## config.mk

```make
export PLATFORM = sky130hd
export DESIGN_NAME = hot_removal_seq
export DESIGN_NICKNAME = d
export VERILOG_FILES = /design/src/rtl/hrs_pkg.sv /design/src/rtl/hrs_vplane.sv /design/src/rtl/hrs_timer.sv /design/src/rtl/hrs_phys_fsm.sv /design/src/rtl/hot_removal_seq.sv
export SDC_FILE = /design/constraint.sdc
export NUM_CORES = 1
export LEC_CHECK = 0
export BUFFER_PORTS_ARGS = -buffer_cell sky130_fd_sc_hd__buf_2
export CORE_MARGIN = 2
export CORE_UTILIZATION = 48
export DETAILED_ROUTE_END_ITERATION = 7
export GPL_TIMING_DRIVEN = 0
export MAX_ROUTING_LAYER = met4
export PLACE_DENSITY = 0.87
export SLEW_MARGIN = 40
export SYNTH_ARGS = -nofsm -noshare
export SYNTH_HDL_FRONTEND = slang
export SYNTH_SLANG_ARGS = --single-unit
```

## constraint.sdc

```tcl
create_clock -name clk -period 2 [get_ports clk]
set_input_delay 0.4 -clock clk [delete_from_list [all_inputs] [get_ports clk]]
set_output_delay 0.4 -clock clk [all_outputs]
set_load 0.005 [all_outputs]
```

## src/rtl/hrs_pkg.sv

```systemverilog
package hrs_pkg;

  typedef enum logic [2:0] {
    PH_IDLE   = 3'd0,
    PH_NOTIFY = 3'd1,
    PH_FANOUT = 3'd2,
    PH_STALL  = 3'd3,
    PH_READY  = 3'd4,
    PH_OFF    = 3'd5
  } phase_e;

  typedef enum logic [1:0] {
    IND_DARK  = 2'b00,
    IND_STEDY = 2'b01,
    IND_BLINK = 2'b10
  } ind_e;

endpackage

```

## src/rtl/hrs_vplane.sv

```systemverilog
module hrs_vplane (
  input  logic clk,
  input  logic rst_n,
  input  logic enable_i,
  input  logic start_i,
  input  logic accept_i,
  input  logic done_i,
  input  logic expire_i,
  input  logic clr_pend_i,
  input  logic clr_err_i,
  output logic pend_o,
  output logic err_o
);

  logic pend_q, pend_d, pend_ce;
  logic err_q, err_d, err_ce;

  always_comb begin
    pend_d  = pend_q;
    pend_ce = 1'b0;
    if (start_i) begin
      pend_d  = enable_i;
      pend_ce = 1'b1;
    end else if (clr_pend_i) begin
      pend_d  = 1'b0;
      pend_ce = 1'b1;
    end else if (accept_i && done_i && pend_q) begin
      pend_d  = 1'b0;
      pend_ce = 1'b1;
    end
  end

  always_comb begin
    err_d  = err_q;
    err_ce = 1'b0;
    if (start_i || clr_err_i) begin
      err_d  = 1'b0;
      err_ce = 1'b1;
    end else if (expire_i && pend_q) begin
      err_d  = 1'b1;
      err_ce = 1'b1;
    end
  end

  always_ff @(posedge clk or negedge rst_n) begin
    if (!rst_n) begin
      pend_q <= 1'b0;
    end else if (pend_ce) begin
      pend_q <= pend_d;
    end
  end

  always_ff @(posedge clk or negedge rst_n) begin
    if (!rst_n) begin
      err_q <= 1'b0;
    end else if (err_ce) begin
      err_q <= err_d;
    end
  end

  assign pend_o = pend_q;
  assign err_o  = err_q;

  // an accepted completion retires the pending request
  p_done_retires_r4: assert property (@(posedge clk) disable iff (!rst_n)
    (pend_q && accept_i && done_i && !start_i && !clr_pend_i) |=> !pend_q);

  // an error bit only rises after a timeout expiry while pending
  p_err_needs_expiry_r8: assert property (@(posedge clk) disable iff (!rst_n)
    $rose(err_q) |-> ($past(expire_i) && $past(pend_q)));

endmodule

```

## src/rtl/hrs_timer.sv

```systemverilog
module hrs_timer #(
  parameter int TMO_W = 16
) (
  input  logic             clk,
  input  logic             rst_n,
  input  logic             run_i,
  input  logic             any_pend_i,
  input  logic [TMO_W-1:0] limit_i,
  output logic             expire_o
);

  localparam logic [TMO_W-1:0] CNT_MAX = {TMO_W{1'b1}};

  logic [TMO_W-1:0] cnt_q, cnt_d;
  logic             cnt_ce;

  always_comb begin
    cnt_ce = 1'b0;
    cnt_d  = cnt_q;
    if (!run_i) begin
      cnt_d  = '0;
      cnt_ce = (cnt_q != '0);
    end else if (cnt_q != CNT_MAX) begin
      cnt_d  = cnt_q + 1'b1;
      cnt_ce = 1'b1;
    end
  end

  always_ff @(posedge clk or negedge rst_n) begin
    if (!rst_n) begin
      cnt_q <= '0;
    end else if (cnt_ce) begin
      cnt_q <= cnt_d;
    end
  end

  assign expire_o = run_i && any_pend_i && (cnt_q == limit_i);

  // the count restarts from zero each time the wait phase is entered
  p_count_restarts_r8: assert property (@(posedge clk) disable iff (!rst_n)
    (run_i && !$past(run_i)) |-> (cnt_q == '0));

endmodule

```

## src/rtl/hrs_phys_fsm.sv

```systemverilog
module hrs_phys_fsm
  import hrs_pkg::*;
(
  input  logic       clk,
  input  logic       rst_n,
  input  logic       press_i,
  input  logic       ack_i,
  input  logic       all_clear_i,
  input  logic       expire_i,
  input  logic       pwr_cmd_i,
  input  logic       abort_i,
  input  logic       force_i,
  output logic       start_o,
  output logic       fanout_o,
  output logic       clr_pend_o,
  output logic       clr_err_o,
  output logic       notify_o,
  output logic       all_done_o,
  output logic       slot_pwr_o,
  output logic [1:0] led_o,
  output logic       busy_o
);

  phase_e ph_q, ph_d;
  logic   ph_ce;

  always_comb begin
    ph_d = ph_q;
    unique case (ph_q)
      PH_IDLE:   if (press_i) ph_d = PH_NOTIFY;
      PH_NOTIFY: if (ack_i) ph_d = PH_FANOUT;
      PH_FANOUT: begin
        if (all_clear_i)   ph_d = PH_READY;
        else if (expire_i) ph_d = PH_STALL;
      end
      PH_STALL: begin
        if (abort_i)      ph_d = PH_IDLE;
        else if (force_i) ph_d = PH_READY;
      end
      PH_READY:  if (pwr_cmd_i) ph_d = PH_OFF;
      PH_OFF:    ph_d = PH_OFF;
      default:   ph_d = PH_IDLE;
    endcase
    ph_ce = (ph_d != ph_q);
  end

  always_ff @(posedge clk or negedge rst_n) begin
    if (!rst_n) begin
      ph_q <= PH_IDLE;
    end else if (ph_ce) begin
      ph_q <= ph_d;
    end
  end

  assign start_o    = (ph_q == PH_NOTIFY) && ack_i;
  assign fanout_o   = (ph_q == PH_FANOUT);
  assign clr_pend_o = (ph_q == PH_STALL) && (abort_i || force_i);
  assign clr_err_o  = (ph_q == PH_STALL) && abort_i;

  assign notify_o   = (ph_q == PH_NOTIFY);
  assign all_done_o = (ph_q == PH_READY);
  assign slot_pwr_o = (ph_q != PH_OFF);
  assign busy_o     = (ph_q != PH_IDLE) && (ph_q != PH_OFF);

  always_comb begin
    unique case (ph_q)
      PH_IDLE: led_o = IND_STEDY;
      PH_OFF:  led_o = IND_DARK;
      default: led_o = IND_BLINK;
    endcase
  end

  // a halted removal holds until the manager intervenes
  p_stall_holds_r8: assert property (@(posedge clk) disable iff (!rst_n)
    (ph_q == PH_STALL && !abort_i && !force_i) |=> (ph_q == PH_STALL));

  // once powered off the slot stays off
  p_off_sticky_r6: assert property (@(posedge clk) disable iff (!rst_n)
    (ph_q == PH_OFF) |=> (ph_q == PH_OFF));

endmodule

```

## src/rtl/hot_removal_seq.sv

```systemverilog
module hot_removal_seq #(
  parameter int NUM_PLANES = 4,
  parameter int TMO_W      = 16
) (
  input  logic                  clk,
  input  logic                  rst_n,
  input  logic                  attn_press_i,
  input  logic [NUM_PLANES-1:0] plane_en_i,
  input  logic [TMO_W-1:0]      tmo_limit_i,
  output logic                  mgr_notify_o,
  input  logic                  mgr_notify_ack_i,
  output logic [NUM_PLANES-1:0] vevt_req_o,
  input  logic [NUM_PLANES-1:0] vevt_done_i,
  output logic                  mgr_all_done_o,
  input  logic                  mgr_power_off_i,
  input  logic                  mgr_abort_i,
  input  logic                  mgr_force_i,
  output logic [NUM_PLANES-1:0] plane_err_o,
  output logic                  slot_pwr_o,
  output logic [1:0]            led_o,
  output logic                  busy_o
);

  import hrs_pkg::*;

  logic                  start, fanout, clr_pend, clr_err, expire;
  logic [NUM_PLANES-1:0] pend, err;
  logic                  any_pend;

  assign any_pend = |pend;

  hrs_phys_fsm u_phys (
    .clk        (clk),
    .rst_n      (rst_n),
    .press_i    (attn_press_i),
    .ack_i      (mgr_notify_ack_i),
    .all_clear_i(!any_pend),
    .expire_i   (expire),
    .pwr_cmd_i  (mgr_power_off_i),
    .abort_i    (mgr_abort_i),
    .force_i    (mgr_force_i),
    .start_o    (start),
    .fanout_o   (fanout),
    .clr_pend_o (clr_pend),
    .clr_err_o  (clr_err),
    .notify_o   (mgr_notify_o),
    .all_done_o (mgr_all_done_o),
    .slot_pwr_o (slot_pwr_o),
    .led_o      (led_o),
    .busy_o     (busy_o)
  );

  hrs_timer #(.TMO_W(TMO_W)) u_timer (
    .clk       (clk),
    .rst_n     (rst_n),
    .run_i     (fanout),
    .any_pend_i(any_pend),
    .limit_i   (tmo_limit_i),
    .expire_o  (expire)
  );

  for (genvar gi = 0; gi < NUM_PLANES; gi++) begin : g_plane
    hrs_vplane u_vplane (
      .clk       (clk),
      .rst_n     (rst_n),
      .enable_i  (plane_en_i[gi]),
      .start_i   (start),
      .accept_i  (fanout),
      .done_i    (vevt_done_i[gi]),
      .expire_i  (expire),
      .clr_pend_i(clr_pend),
      .clr_err_i (clr_err),
      .pend_o    (pend[gi]),
      .err_o     (err[gi])
    );
  end

  assign vevt_req_o  = pend;
  assign plane_err_o = err;

  // power only falls after all-done was shown and the command arrived
  p_pwr_needs_done_r6: assert property (@(posedge clk) disable iff (!rst_n)
    $fell(slot_pwr_o) |-> ($past(mgr_all_done_o) && $past(mgr_power_off_i)));

  // no plane may still be pending when power is removed
  p_pwr_no_pending_r6: assert property (@(posedge clk) disable iff (!rst_n)
    $fell(slot_pwr_o) |-> ($past(vevt_req_o) == '0));

  // notification is raised only by a button press
  p_notify_from_press_r2: assert property (@(posedge clk) disable iff (!rst_n)
    $rose(mgr_notify_o) |-> $past(attn_press_i));

  // an unpowered slot shows a dark indicator
  p_dark_when_off_r11: assert property (@(posedge clk) disable iff (!rst_n)
    !slot_pwr_o |-> (led_o == IND_DARK));

  // all-done never coexists with an outstanding plane request
  p_done_no_req_r5: assert property (@(posedge clk) disable iff (!rst_n)
    mgr_all_done_o |-> (vevt_req_o == '0));

endmodule

```

==> results of run 1 <==
cell usage in the layout, fill, tap and decap left out, types with 2 or more instances in the layout:
cell	Yosys	layout
a21oi_1	6	6
nand3_1	11	11
nand4_1	6	6
o21ai_1	3	3
o211ai_1	2	2
nand2b_1	4	4
nand2_1	23	23
clkbuf_2	0	2
xnor2_1	16	16
mux2i_1	3	3
nand3b_1	2	2
or4_4	2	2
dfrtp_1	27	25
clkbuf_4	0	3
or3_1	2	2
o31ai_2	1	2
nor3b_1	2	2
inv_1	5	5
dfrtp_2	0	2
a31oi_1	6	6
a32o_1	4	4
buf_2	5	49
buf_4	9	16
or4_1	2	2
buf_6	2	2
nor2_1	10	10
nor4_1	4	4
nor3_1	4	3
o22ai_1	3	3
final timing paths:
| path | end | slack (ns) | cells past startpoint |
|---|---|---|---|
| setup / recovery | u_timer.cnt_q[14] | 0.03 | 5 |
| max in group asynchronous | u_timer.cnt_q[0] | 1.55 | 1 |
| min in group clk | g_plane[0].u_vplane.pend_o | 0.27 | 2 |
| setup reg to reg | u_timer.cnt_q[14] | 0.03 | 5 |
| hold / removal | u_timer.cnt_q[7] | 0.03 | 1 |
| hold reg to reg | g_plane[2].u_vplane.err_o | 0.53 | 2 |
cells by family (layout without fill, tap and decap cells):
group / Yosys count / in the layout / share of synthesized area, %
AND/OR/NAND/NOR: 85 / 85 / 27.9
AO/OA/AOI/OAI: 32 / 32 / 13.0
flip-flops: 27 / 27 / 38.5
buffers and inverters: 24 / 79 / 8.28
XOR/XNOR: 17 / 17 / 8.49
multiplexers: 4 / 4 / 2.36
adder cells (fa/ha/maj): 2 / 2 / 1.43
power by group through the flow:
stage	combinational, W	sequential, W	clock (W)
floorplan	0.000475	0.000667	0
global placement	0.000677	0.000687	0
detailed placement	0.000697	0.000690	0
CTS	0.000705	0.000679	0.000249
global route	0.000823	0.000688	0.000268
finish	0.000743	0.000681	0.000253
flip-flops by register name, summed over array words and instances, names as in the netlist:
register                 cells
u_phys.ph_q                  3
u_timer.cnt_q               16
g_plane.u_vplane.pend_o      4
g_plane.u_vplane.err_o       4
cell type report:
type / count / area, um^2 / area share, %
clock buffers: 3 / 22.5 / 1.05
multi-input cells: 140 / 963 / 44.8
clock inverters: 1 / 7.51 / 0.349
plain buffers: 19 / 129 / 6.00
flip-flops and latches: 27 / 678 / 31.5
inverters: 5 / 18.8 / 0.873
well taps: 46 / 57.6 / 2.68
repair buffers: 51 / 273 / 12.7
routing by layer:
metal / global-route usage [%] / up-vias / routed length (um)
li1: - / 794 / -
met1: 27.0 / 762 / 1750
met2: 35.0 / 58 / 2030
met3: 2.43 / 13 / 205
met4: 7.18 / 0 / 86
met5: - / - / 0
per-stage QoR:
stage	instances	area, um^2	total power (W)	setup WS [ns]	hold WS, ns
global route	292	2150	0.00178	-0.0263	0.0902
CTS	286	2070	0.00163	0.00535	0.0619
detailed placement	281	2030	0.00139	-0.0569	0.436
global placement	281	2030	0.00136	-0.0359	0.432
floorplan	191	1750	0.00114	0.119	0.104
finish	292	2150	0.00168	0.0262	0.0281
critical path, delay by kind of cell (launching register included):
| kind | cells | cell delay [ns] |
|---|---|---|
| AOI/OAI and AO/OA | 2 | 0.37 |
| DFF | 1 | 0.40 |
| buffers and inverters | 1 | 0.14 |
| and+or+nand+nor | 2 | 0.96 |
repair_timing:
item / CTS / global route
buffers inserted: 1 / 6
endpoints found under the setup margin: 1 / 16
gates resized for setup: 2 / 9
pin swaps: 0 / 2
==> results.cfg, run 1 <==
[worst_setup_path]
worstPathRequired_ns = 2.23
worstPathMaxFanout = 10
cp-startpoint = u_phys.ph_q[2]
path_cells = buf_6 > or3b_4 > or4_4 > o211ai_1 > o31ai_2
crit_path_top_delay_cell = or4_4
crit_arrival_ns = 2.21
critPathMaxStageDelay_ns = 0.55
crit_path_end_kind = register
crit_type = register to register
critPathLaunchType = register
worstReg2RegStart = u_phys.ph_q[2]

[yosys]
ys_seq_area_share_pct = 38.5
postSynthCellCount = 191
synth_area_per_cell_um2 = 9.18
synth_area_leaders = dfrtp_1 (39%), xnor2_1 (8.0%), nand2_1 (4.9%)
synthFlopType = dfrtp_1
synth_top_area_share_pct = 38.5
synth_nets = 224
synth_seq_cells = 27
yosysUniqueCellTypes = 49
syn-cell-area_um2 = 1750
synthTopCellsByCount = dfrtp_1 (27), nand2_1 (23), xnor2_1 (16), nand3_1 (11), nor2_1 (10)
synthArstFlopShare_pct = 100
yosysMostFrequentCell = dfrtp_1
yosysTopAreaCell = dfrtp_1
yosysWarnings = 0
synth-edff-count = 0

[sta]
setup_viol = 0
finalSetupTns_ns = 0
finalMaxSlewViolations = 0
period_share_pct = 98.7
fmax_ghz = 0.507
tightest_slew_ns = 0.594
post-route-min-period_ns = 1.97
fin_skew_ns = 0.00878
rsz0062_at_grt = yes
maxSlewHeadroom_pct = 60.1
hold_viol = 0

[detailed_routing]
drc = 0
wire_per_inst_um = 14.0
viasPerCell = 5.57
routed_wl_um = 4080
drt_iter0_markers = 71
antenna_left = 0
via_count = 1627
first_pass_iters = 4

[die]
initial_core_util_pct = 51.3
dieWidth_um = 64.4
row_count = 21
boundaryPins = 45
dieHeight_um = 64.4
dieArea_um2 = 4150
core_region_area_um2 = 3420

[clock_network]
cts_root_buf = clkbuf_4
clk_pin_slew_ns = 0.16
clock-sinks = 27
cts.path.max_buffers = 2
hold_buffers = 0
cts_buffers = 3
cts_tree = built
h-tree-depth = 1
clock_latency_ns = 0.34

[placement]
io_buffers = 44
hpwl_um = 3110
place_congestion = 0.970

[finish]
nFillCells = 285
drive_gt1_share_pct = 36.2
area_growth_pct = 22.6
insertedDiodeCount = 0
finalNetCount = 280
finalCoreUtilization_pct = 62.9

[job]
maxCapViolCount = 0

[grt]
overflow = 0
antenna_found_initial = 0
grt_pass1_vias = 1523
grt_pass1_wl_um = 6760
grt_max_degree = 28
grt_usage_pct = 21.1

[pwr]
switching_share_pct = 37.1
p_leak_nw = 0.955
p_per_area_nw_per_um2 = 780
p_clk_share_pct = 15.1
power_switching_w = 0.000622
peakVddDrop_mv = 0.463
p_comb_share_pct = 44.3
seqPwrFrac_pct = 40.6
internal_power_w = 0.00105

[min_path]
hp-class = input port to asynchronous set/reset pin

[outcome]
outcome = complete, no violations
Power figures use the tool's default switching activity.
==> run 2, diff against run 1 <==
--- a/config.mk
+++ b/config.mk
@@ -7,11 +7,11 @@
 export LEC_CHECK = 0
 export BUFFER_PORTS_ARGS = -buffer_cell sky130_fd_sc_hd__buf_2
 export CORE_MARGIN = 2
-export CORE_UTILIZATION = 48
+export CORE_UTILIZATION = 53
 export DETAILED_ROUTE_END_ITERATION = 7
 export GPL_TIMING_DRIVEN = 0
 export MAX_ROUTING_LAYER = met4
-export PLACE_DENSITY = 0.87
+export PLACE_DENSITY = 0.91
 export SLEW_MARGIN = 40
 export SYNTH_ARGS = -nofsm -noshare
 export SYNTH_HDL_FRONTEND = slang
==> constraint.sdc (replaced) <==
create_clock -name clk -period 2.1 [get_ports clk]
set_input_delay 0.42 -clock clk [delete_from_list [all_inputs] [get_ports clk]]
set_output_delay 0.42 -clock clk [all_outputs]
set_load 0.005 [all_outputs]
==> run 2 against run 1 <==
Compared with the run above: total power fell by 8.7%; worst setup slack improved by 0.049 ns; largest cell class unchanged; non-clock buffer count fell by 7; sequential power fell by 5.0%; via count fell by 1.7%; first-iteration DRC count rose by 27%.
==> results.cfg, run 2 (synthesis gave the netlist of run 1 again) <==
[finish]
drive_gt1_share_pct = 32.6
largest_register_ffs = 16
mostFrequentLayoutCell = buf_2
final-seq-area_um2 = 677
regMostFlops = u_timer.cnt_q
finalNetCount = 273
multi_input_comb_area_um2 = 943
nFillCells = 263
mostFrequentLayoutCells = buf_2 (49), dfrtp_1 (26), nand2_1 (23), xnor2_1 (16), nand3_1 (11)
insertedDiodeCount = 0
area_growth_pct = 18.1

[sta]
tightest_slew_ns = 0.577
maxSlewHeadroom_pct = 61.6
finalMaxSlewViolations = 0
period_share_pct = 96.4
post-route-min-period_ns = 2.03
finalSetupTns_ns = 0
hold_viol = 0
setup_viol = 0
rsz0062_at_grt = no
fin_skew_ns = 0.00923
fmax_ghz = 0.494

[die]
row_count = 20
dieHeight_um = 61.5
dieWidth_um = 61.5
initial_core_util_pct = 56.5
dieArea_um2 = 3780
boundaryPins = 45
core_region_area_um2 = 3100

[detailed_routing]
drt_iter0_markers = 90
wire_per_inst_um = 13.9
drc = 0
via_count = 1600
routed_wl_um = 3920
viasPerCell = 5.65
first_pass_iters = 4
antenna_left = 0

[worst_setup_path]
worstPathMaxFanout = 7
r2r_cells = 7
worstPathRequired_ns = 2.33
reg2reg_slack_ns = 0.07
crit_path_top_delay_cell = or4_1
reg2reg_to = u_timer.cnt_q[7]
cp-startpoint = u_timer.cnt_q[1]
worstReg2RegStart = u_timer.cnt_q[1]
crit_path_end_kind = register
crit_path_end = u_timer.cnt_q[7]
crit_arrival_ns = 2.26
path_depth = 7
critPathLaunchType = register
path_cells = ha_2 > nand4_4 > or4_1 > buf_2 > nor3b_1 > xnor2_1 > nor2_1
critPathMaxStageDelay_ns = 0.53
crit_type = register to register
cp_top_family = simple AND/OR/NAND/NOR gates
critPathBufInv = 1

[clock_network]
postCtsSetupBuffers = 0
cts.path.max_buffers = 2
h-tree-depth = 1
clk_pin_slew_ns = 0.14
cts_root_buf = clkbuf_4
clock-sinks = 27
cts_buffers = 3
hold_buffers = 0
cts_tree = built
clock_latency_ns = 0.32

[grt]
antenna_found_initial = 0
grt_pass1_vias = 1403
grt_pass1_wl_um = 6350
overflow = 0
grt_usage_pct = 23.4
grt_max_degree = 28

[placement]
hpwl_um = 3000
place_congestion = 0.967
io_buffers = 44

[pwr]
peakVddDrop_mv = 0.463
power.total_w = 0.00153
p_per_area_nw_per_um2 = 740
p_leak_nw = 0.922

[outcome]
outcome = complete, no violations

[min_path]
hp-class = input port to asynchronous set/reset pin

[job]
maxCapViolCount = 0
==> run 2: cell count changes in the layout (fill, tap and decap cells not counted), sizes merged <==
| cell | previous run | this run |
|---|---|---|
| clkinv | 0 | 1 |
| clkinvlp | 1 | 0 |
| buf | 67 | 60 |
==> run 2: worst register-to-register path, delay by kind of cell (launching register included) <==
family,cells,cell delay (ns)
xor+xnor,1,0.14
fa+ha+maj,1,0.26
buf+inv,1,0.18
flops,1,0.45
simple gates,4,0.91
==> run 2: report_power, final <==
group / switching [W] / internal [W]
Sequential: 0.0000626 / 0.000584
Clock: 0.000149 / 0.0000713
Combinational: 0.000340 / 0.000323
==> run 2: worst min-delay path by stage <==
stage / start / endpoint / cells after the start
after floorplan: rst_n / g_plane[0].u_vplane.err_o / 0
after global placement: rst_n / u_timer.cnt_q[12] / 1
after detailed placement: rst_n / u_timer.cnt_q[12] / 1
after CTS: rst_n / u_timer.cnt_q[12] / 1
after global routing: rst_n / u_timer.cnt_q[12] / 1
final: rst_n / u_timer.cnt_q[12] / 1
==> run 2: what timing repair did <==
action,4_1_cts,5_1_grt
gates resized for setup,0,5
setup endpoints to repair,0,7
endpoints found under the hold margin,0,0
==> run 2: area by class of cell <==
type / count / area share [%]
multi-input combinational: 140 / 45.6
buffer: 19 / 6.17
sequential: 27 / 32.7
timing repair buffer: 44 / 10.6
clock buffer: 3 / 1.09
tap: 44 / 2.66
clock inverter: 1 / 0.242
inverter: 5 / 0.907
==> run 2: layer usage <==
layer | global-route usage (%) | up-vias | wire length [um]
li1 | - | 787 | -
met1 | 32.8 | 759 | 1800
met2 | 34.3 | 48 | 1880
met3 | 5.46 | 6 | 209
met4 | 5.78 | 0 | 35
met5 | - | - | 0
==> run 2: stage by stage <==
stage	hold slack, ns	area (um^2)	util, %	std cells	worst slack [ns]
after floorplan	0.124	1750	-	191	0.219
after global placement	0.452	2030	65.4	279	0.0822
after detailed placement	0.455	2030	65.4	279	0.0577
after CTS	0.0809	2060	66.3	283	0.0420
after global routing	0.0916	2070	66.7	283	0.00360
final	0.0671	2070	66.7	283	0.0749
